## config.mk

```make
export PLATFORM = sky130hd
export DESIGN_NAME = pdm_edge_sampler
export DESIGN_NICKNAME = d
export VERILOG_FILES = /design/src/rtl/pdm_samp_pkg.sv /design/src/rtl/pdm_sig_sync.sv /design/src/rtl/pdm_samp_regs.sv /design/src/rtl/pdm_phase_fsm.sv /design/src/rtl/pdm_chan_cap.sv /design/src/rtl/pdm_edge_sampler.sv
export SDC_FILE = /design/constraint.sdc
export NUM_CORES = 1
export LEC_CHECK = 0
export BUFFER_PORTS_ARGS = -buffer_cell sky130_fd_sc_hd__buf_2
export CORE_MARGIN = 1.5
export CORE_UTILIZATION = 55
export DETAILED_ROUTE_END_ITERATION = 10
export GPL_TIMING_DRIVEN = 0
export PLACE_DENSITY = 0.77
export REMOVE_ABC_BUFFERS = 1
export SLEW_MARGIN = 25
export SYNTH_ARGS = -nofsm -noshare
export SYNTH_HDL_FRONTEND = slang
export SYNTH_HIERARCHICAL = 1
export SYNTH_SLANG_ARGS = --single-unit
```

## constraint.sdc

```tcl
create_clock -name clk -period 5.6 [get_ports clk]
set_input_delay 1.68 -clock clk [delete_from_list [all_inputs] [get_ports clk]]
set_output_delay 1.68 -clock clk [all_outputs]
set_load 0.1 [all_outputs]
```

## src/rtl/pdm_samp_pkg.sv

```systemverilog
package pdm_samp_pkg;
    typedef enum logic [1:0] {
        PH_IDLE  = 2'd0,
        PH_ALIGN = 2'd1,
        PH_HIGH  = 2'd2,
        PH_LOW   = 2'd3
    } phase_e;

    localparam int REG_W       = 32;
    localparam int CTRL_ADDR   = 0;
    localparam int PTR_BASE    = 1;
    localparam int GLOB_EN_BIT = 31;
    localparam int RSTN_LSB    = 8;
    localparam int EN_LSB      = 0;
endpackage

```

## src/rtl/pdm_sig_sync.sv

```systemverilog
module pdm_sig_sync #(
    parameter int W      = 5,
    parameter int STAGES = 2
) (
    input  logic         clk,
    input  logic         rst_n,
    input  logic [W-1:0] d,
    output logic [W-1:0] q
);
    logic [W-1:0] stg [STAGES];

    always_ff @(posedge clk or negedge rst_n) begin
        if (!rst_n) begin
            for (int i = 0; i < STAGES; i++) stg[i] <= '0;
        end else begin
            stg[0] <= d;
            for (int i = 1; i < STAGES; i++) stg[i] <= stg[i-1];
        end
    end

    assign q = stg[STAGES-1];
endmodule

```

## src/rtl/pdm_samp_regs.sv

```systemverilog
module pdm_samp_regs
    import pdm_samp_pkg::*;
#(
    parameter int NUM_CH  = 8,
    parameter int PTR_W   = 8,
    parameter int DEF_PTR = 24
) (
    input  logic                    clk,
    input  logic                    rst_n,
    input  logic                    we,
    input  logic [1:0]              addr,
    input  logic [REG_W-1:0]        wdata,
    output logic [REG_W-1:0]        rdata,
    output logic                    glob_en,
    output logic [NUM_CH-1:0]       ch_en,
    output logic [NUM_CH-1:0]       ch_rstn,
    output logic [NUM_CH*PTR_W-1:0] ptr_flat
);
    localparam int PER_WORD = REG_W / PTR_W;

    logic             glob_q;
    logic [NUM_CH-1:0] en_q;
    logic [NUM_CH-1:0] rstn_q;
    logic [PTR_W-1:0]  ptr_q [NUM_CH];

    always_ff @(posedge clk or negedge rst_n) begin
        if (!rst_n) begin
            glob_q <= 1'b0;
            en_q   <= '0;
            rstn_q <= '0;
            for (int i = 0; i < NUM_CH; i++) ptr_q[i] <= PTR_W'(DEF_PTR);
        end else if (we) begin
            if (int'(addr) == CTRL_ADDR) begin
                glob_q <= wdata[GLOB_EN_BIT];
                en_q   <= wdata[EN_LSB +: NUM_CH];
                rstn_q <= wdata[RSTN_LSB +: NUM_CH];
            end
            for (int i = 0; i < NUM_CH; i++) begin
                if (int'(addr) == PTR_BASE + i / PER_WORD)
                    ptr_q[i] <= wdata[(i % PER_WORD)*PTR_W +: PTR_W];
            end
        end
    end

    always_comb begin
        rdata = '0;
        if (int'(addr) == CTRL_ADDR) begin
            rdata[GLOB_EN_BIT]        = glob_q;
            rdata[EN_LSB +: NUM_CH]   = en_q;
            rdata[RSTN_LSB +: NUM_CH] = rstn_q;
        end
        for (int i = 0; i < NUM_CH; i++) begin
            if (int'(addr) == PTR_BASE + i / PER_WORD)
                rdata[(i % PER_WORD)*PTR_W +: PTR_W] = ptr_q[i];
        end
    end

    assign glob_en = glob_q;
    assign ch_en   = en_q;
    assign ch_rstn = rstn_q;

    generate
        for (genvar g = 0; g < NUM_CH; g++) begin : g_ptr
            assign ptr_flat[g*PTR_W +: PTR_W] = ptr_q[g];
        end
    endgenerate
endmodule

```

## src/rtl/pdm_phase_fsm.sv

```systemverilog
module pdm_phase_fsm
    import pdm_samp_pkg::*;
#(
    parameter int CNT_W = 8
) (
    input  logic             clk,
    input  logic             rst_n,
    input  logic             glob_en,
    input  logic             rise,
    input  logic             fall,
    output phase_e           state,
    output logic [CNT_W-1:0] cnt,
    output logic             period_done
);
    phase_e state_q, state_d;

    always_ff @(posedge clk or negedge rst_n) begin
        if (!rst_n) state_q <= PH_IDLE;
        else        state_q <= state_d;
    end

    always_comb begin
        state_d = state_q;
        unique case (state_q)
            PH_IDLE:  if (glob_en) state_d = PH_ALIGN;
            PH_ALIGN: if (rise)    state_d = PH_HIGH;
            PH_HIGH:  if (fall)    state_d = PH_LOW;
            PH_LOW:   if (rise)    state_d = PH_HIGH;
            default:               state_d = PH_IDLE;
        endcase
        if (!glob_en) state_d = PH_IDLE;
    end

    always_comb begin
        state       = state_q;
        period_done = glob_en && (state_q == PH_LOW) && rise;
    end

    always_ff @(posedge clk or negedge rst_n) begin
        if (!rst_n)             cnt <= '0;
        else if (rise || fall)  cnt <= '0;
        else if (cnt != '1)     cnt <= cnt + 1'b1;
    end
endmodule

```

## src/rtl/pdm_chan_cap.sv

```systemverilog
module pdm_chan_cap
    import pdm_samp_pkg::*;
#(
    parameter int PTR_W    = 8,
    parameter bit ODD_SLOT = 1'b0
) (
    input  logic             clk,
    input  logic             rst_n,
    input  logic             active,
    input  phase_e           state,
    input  logic [PTR_W-1:0] cnt,
    input  logic [PTR_W-1:0] ptr,
    input  logic             din,
    input  logic             clear,
    output logic             bit_next,
    output logic             bit_q
);
    localparam phase_e OWN_PHASE = ODD_SLOT ? PH_LOW : PH_HIGH;

    logic hit;

    assign hit      = active && (state == OWN_PHASE) && (cnt == ptr);
    assign bit_next = hit ? din : bit_q;

    always_ff @(posedge clk or negedge rst_n) begin
        if (!rst_n)                bit_q <= 1'b0;
        else if (!active || clear) bit_q <= 1'b0;
        else                       bit_q <= bit_next;
    end
endmodule

```

## src/rtl/pdm_edge_sampler.sv

```systemverilog
module pdm_edge_sampler
    import pdm_samp_pkg::*;
#(
    parameter int NUM_LINES   = 4,
    parameter int PTR_W       = 8,
    parameter int SYNC_STAGES = 2,
    parameter int SYS_CLK_HZ  = 200_000_000,
    parameter int BIT_CLK_HZ  = 3_072_000
) (
    input  logic                   clk,
    input  logic                   rst_n,
    input  logic                   bclk_in,
    input  logic [NUM_LINES-1:0]   pdm_din,
    input  logic                   cfg_we,
    input  logic [1:0]             cfg_addr,
    input  logic [31:0]            cfg_wdata,
    output logic [31:0]            cfg_rdata,
    output logic [2*NUM_LINES-1:0] smp_bits,
    output logic                   smp_valid
);
    localparam int NUM_CH   = 2 * NUM_LINES;
    localparam int HALF_MAX = (SYS_CLK_HZ + 2*BIT_CLK_HZ - 1) / (2*BIT_CLK_HZ);
    localparam int DEF_PTR  = HALF_MAX * 3 / 4;

    logic [NUM_LINES:0]     sync_q;
    logic                   lvl, lvl_d, rise, fall;
    logic [NUM_LINES-1:0]   lines;
    logic                   glob_en;
    logic [NUM_CH-1:0]      ch_en, ch_rstn, active, bit_next, bit_q;
    logic [NUM_CH*PTR_W-1:0] ptr_flat;
    phase_e                 state;
    logic [PTR_W-1:0]       cnt;
    logic                   period_done;

    pdm_sig_sync #(.W(NUM_LINES+1), .STAGES(SYNC_STAGES)) u_sync (
        .clk(clk), .rst_n(rst_n), .d({bclk_in, pdm_din}), .q(sync_q)
    );

    assign lvl   = sync_q[NUM_LINES];
    assign lines = sync_q[NUM_LINES-1:0];

    always_ff @(posedge clk or negedge rst_n) begin
        if (!rst_n) lvl_d <= 1'b0;
        else        lvl_d <= lvl;
    end

    assign rise = lvl & ~lvl_d;
    assign fall = ~lvl & lvl_d;

    pdm_samp_regs #(.NUM_CH(NUM_CH), .PTR_W(PTR_W), .DEF_PTR(DEF_PTR)) u_regs (
        .clk(clk), .rst_n(rst_n), .we(cfg_we), .addr(cfg_addr),
        .wdata(cfg_wdata), .rdata(cfg_rdata), .glob_en(glob_en),
        .ch_en(ch_en), .ch_rstn(ch_rstn), .ptr_flat(ptr_flat)
    );

    pdm_phase_fsm #(.CNT_W(PTR_W)) u_fsm (
        .clk(clk), .rst_n(rst_n), .glob_en(glob_en), .rise(rise), .fall(fall),
        .state(state), .cnt(cnt), .period_done(period_done)
    );

    assign active = {NUM_CH{glob_en}} & ch_en & ch_rstn;

    generate
        for (genvar g = 0; g < NUM_CH; g++) begin : g_ch
            pdm_chan_cap #(.PTR_W(PTR_W), .ODD_SLOT(g % 2 == 1)) u_cap (
                .clk(clk), .rst_n(rst_n), .active(active[g]), .state(state),
                .cnt(cnt), .ptr(ptr_flat[g*PTR_W +: PTR_W]), .din(lines[g/2]),
                .clear(period_done), .bit_next(bit_next[g]), .bit_q(bit_q[g])
            );
        end
    endgenerate

    always_ff @(posedge clk or negedge rst_n) begin
        if (!rst_n) begin
            smp_bits  <= '0;
            smp_valid <= 1'b0;
        end else begin
            smp_valid <= period_done;
            if (period_done) smp_bits <= bit_next & active;
        end
    end
endmodule

```

# Yosys cells after proc, flatten, opt, wreduce, memory -nomap -nowiden
# Cells that the tools add are included.
# totals
output_inout_bits	41
wordCells	125
input_bits	42
ff_bits	119
# op_classes
reduce_logical	43
eq_ne	16
n_bitwise	7
addsub	1
muxes	32
# ops
operator	count
$mux W8	10
$eq A8 B8 Y1	8
$and A8 B8 Y8	3
$logic_and A1 B1 Y1	18
$mux W1	17
$mux W16	1
$logic_or A1 B1 Y1	9
$add A8 B1 Y8 const B	1
$eq A2 B2 Y1 const B	4
$logic_not A1 Y1	8
$ne A8 B8 Y1 const B	1
$reduce_and A2 Y1	4
$mux W2	3
$pmux W2 S3	1
$logic_not A2 Y1	2
$ne A3 B2 Y1 const B	1
$ne A3 B3 Y1 const B	1
$and A1 B1 Y1	2
$eq A2 B1 Y1 const B	1
$not A1 Y1	2
$reduce_bool A2 Y1	1
$reduce_or A2 Y1	1

# Logic depth before layout (Yosys ltp)
# logic_depth
depth_word	6
ltp_mapped	7
mapped_depth_nobuf	6

# Modules after synthesis
# Netlist, hierarchy kept.
# by_module_without_submodules
mod	area_each_um2	seq_area_each_um2	instances	cells_each
pdm_samp_regs	3589.7	2047.0	1	232
pdm_chan_cap at g_ch[0].u_cap ...	180.2	25.0	4	19
pdm_chan_cap at g_ch[1].u_cap ...	161.4	25.0	4	18
pdm_phase_fsm	499.2	250.2	1	51
pdm_edge_sampler	444.2	250.2	1	37
pdm_sig_sync	287.8	250.2	1	15

# Least setup slack after synthesis
# No wires, ideal clock.
# synth_path
kind	input port to output port
start	input cfg_addr[0]
end	output cfg_rdata[0]
slack_ns	0.295
arrival_time_ns	3.625
path_stages	4
n_path_buf	2
required_ns	3.920
path_cell_list	buf_4 buf_4 mux2i_1 o2bb2ai_1
# synth_between
elab_chain_cells	4
word_cells_on_any_way	6
classes_between	eq/ne (2); mux (3); reduce/logical (1)
# synth_lines
item	line_no	rtl
start: declaration	pdm_edge_sampler.sv:15	input logic [1:0] cfg_addr,
$logic_not A2 Y1	pdm_samp_regs.sv:47	if (int'(addr) == CTRL_ADDR) begin
$mux W16	pdm_samp_regs.sv:47	
$mux W8	pdm_samp_regs.sv:53	if (int'(addr) == PTR_BASE + i / PER_WORD)
$mux W8 (*)	pdm_samp_regs.sv:53	
end: declaration	pdm_edge_sampler.sv:17	output logic [31:0] cfg_rdata,
# Every way passes the cells marked *; elsewhere a longest branch is shown, timed or not.

# Worst setup path after layout
# layout_path
start	input cfg_addr[0]
end	output cfg_rdata[24]
# layout_between
elab_chain_cells	3
word_cells_on_any_way	4
classes_between	eq/ne (2); mux (2)
# layout_lines
item	line_no
$eq A2 B2 Y1	pdm_samp_regs.sv:53
$mux W8	pdm_samp_regs.sv:53
$mux W8 (*)	pdm_samp_regs.sv:53
# Marked as above.

==> impl_results.md <==
- Status: complete, no violations
- DPL Wire Length: roughly 9000 um
- Critical path arrival: between 3000 and 4000 ps
- WL/cell: 19.79 um
- Die area: 0.01190 mm2
- GR Overflow Total: 0
- Pins Over Slew Limit: 0
- Primary FF master, synth: dfrtp_1
- LEAKAGE: about 3.4 nW
- Worst VDD drop: between 0.00015 and 0.0002 V
- Synthesized flop and latch total: between 100 and 150
- Synth Warn #: 6
- Post-CTS resize count: 0
- Final worst path period share: 94.42%
- Reg2reg end: smp_bits[1]
- Largest net degree at the start of global routing: between 60 and 70
- Finished Cell Area: 0.007296 mm2
- ANT cells: 0
- CP Launch Type: input port
- Unrepaired setup endpoints after global routing: no
- DRC Markers: 0
- CP startpoint: cfg_addr[0]
- Post-Synthesis Cells: about 480
- Die width: 109.1 um
- Antenna-violating nets left: 0
- Skew-Pair Late Insertion Delay: approximately 530 ps
- DIE HEIGHT: ~110 um
- Initial Util: a little under three fifths
- CTS tree: done
- Vias in the first global route: between 4000 and 5000
- Register area share after synthesis: 48.45%
- Area growth syn-to-layout: 17.92%
- Post-synth EDFFs: 0
- Via-to-Cell Ratio: roughly 5.8
- Iter 0 DRT Violations: 176
- Postcts setup bufs: 0
- Inserted Clock Buffers: 17
- Share of flip-flops with an asynchronous set or reset: 100.0%
- Total global-route track usage: between 20% and 30%
- WP data required: 3920 ps
- Setup tns final: 0 ps
- Max clock buf depth: 2
- # hold bufs at CTS: 0
- Reg2Reg Depth: 5
- Skew final: between 7 and 8 ps
- Max transition margin: 43.98%
- IO buf count: 82
- First-pass GRT wire length: about 23000 um
- Fmax achieved: 189.1 MHz
- Rows: 38
- Core area: roughly 0.011 mm2
- Final wirelength: around 14000 um
- DP Area: between 0.006 and 0.007 mm2
- Routability cong.: around 0.8
- NumNets Final: between 600 and 700
- IO Count: 83
- CTS H-tree depth: 4
- Tmin final: 5287 ps
- Clk sinks: ~120
- Commonest non-fill, non-tap cell in the layout: dfrtp_1
- Pre-CTS setup slack: roughly 350 ps
- R2R Setup Slk: between 3000 and 4000 ps
- Drt pass-1 iters: 5
- CTS clk-pin slew, worst paths: roughly 60 ps
- Synth unique cells: 44
- MaxCap Viol Count: 0
- Power per Cell Area: 398.4 mW/mm2
- Final hold violations: 0
- Worst Hold Margin: 347.2 ps
- Hold Path Class: reg2reg
- R2r startpoint: u_fsm/cnt[4]
- Largest fanout on the critical path: 22
- CP Capture Type: output port
- Root buf cell: clkbuf_8
- Post-Syn Area per Cell: about 13 um2
- CP Capture Point: cfg_rdata[24]
- Layout cell share with drive strength beyond 1: between 40% and 50%
- Initial antenna violation count: 0
- Final Setup Violations: 0
- Worst Path Class, Setup: in2out
- Worst Slack Setup Final: around 310 ps
- Commonest cells after routing, fill and taps aside: dfrtp_1 (103), buf_2 (81), mux2_2 (76), xor2_1 (36), xnor2_1 (28)
- Slew @ Worst Pin: around 840 ps
- Netlist Area Pre-Place: between 0.006 and 0.007 mm2
- Vias: 4200
[worst min path at each step]
stage	from	to	slack (ps)	cells after the start
2_1_floorplan	u_sync/stg[5]	u_sync/q[0]	330	0
3_3_place_gp	u_sync/stg[7]	u_sync/q[2]	330	0
3_5_place_dp	u_sync/stg[9]	u_sync/q[4]	340	0
4_1_cts	u_sync/stg[5]	u_sync/q[0]	350	0
5_1_grt	u_sync/stg[8]	u_sync/q[3]	360	0
6_report	u_sync/stg[5]	u_sync/q[0]	350	0
[flip-flops by register name (all words and copies together) (netlist names)]
name and flops:
lvl_d 1, smp_valid 1, u_sync/stg 5, u_fsm/state 2, u_regs/ch_rstn 8, g_ch.u_cap/bit_q 8
u_regs/ch_en 8, u_regs/ptr_flat 64, u_fsm/cnt 8, u_sync/q 5, smp_bits 8, u_regs/glob_en 1
[critical path, cell delays in order]
cell and delay [ps]:
buf_2 640, and2b_1 610, a22o_1 230, buf_2 430
[cell families after synthesis]
logic type                 synth area share [%]
AOI/OAI and AO/OA                         7.563
xor gates and xnor gates                  9.060
adders and majority gates                0.2022
buffers and inverters                     2.851
DFF                                       48.45
muxes                                     20.73
and+or+nand+nor                           11.14
[power by group]
group	total, mW	leakage [nW]	internal (mW)	switching, mW
Clock	1.07	0.297	0.700	0.371
Sequential	1.14	1.44	0.999	0.143
Combinational	0.694	1.62	0.240	0.454
Total	2.91	3.36	1.94	0.968
[per-stage QoR]
stage	util (%)	power, mW	instances
after floorplan	-	1.663	460
after global placement	60.62	1.812	682
after detailed placement	61.38	1.843	685
after CTS	66.82	2.920	717
after global routing	67.01	3.022	718
final	67.01	2.907	718
[final cells by class]
class / instances / area [um2]
Inverter: 1 / 3.754
Sequential cell: 119 / 2998
Tap cell: 140 / 175.2
Clock inverter: 8 / 92.59
Timing Repair Buffer: 86 / 494.2
Fill cell: 829 / 3592
Clock buffer: 24 / 500.5
Multi-Input combinational cell: 340 / 3032
[metal layers]
layer  vias up  GRT usage (%)  wire length, um
met5         -              0                0
met4         0          8.177              196
met3        20          6.216              761
met2       136          41.56             7085
met1      2122          34.04             6165
li1       1922              -                -
[cell usage after synthesis, drive strengths merged, types with 2 or more instances]
cell type  instances  area (um2)
nor4               4       50.05
a22o              15       131.4
nor3              12       100.1
a31oi              4       25.02
and3              10       62.56
clkbuf             2       7.510
a211oi             2       20.02
nor2b             19       118.9
nand2             25       93.84
or4                4       45.04
a21oi              2       10.01
a31o               8       70.07
nand3b             2       31.28
nand3             15       95.09
o2bb2ai           17       148.9
dfrtp            103        2577
mux2              89        1032
mux2i             25       250.2
buf               21       165.1
xnor2             28       245.2
nor2               3       11.26
nand4              6       37.54
dfstp             16       420.4
xor2              36       315.3
o21ai              4       20.02
a21boi             2       15.01
o311a              2       20.02
Note: power is estimated with default switching activity, not from simulation.
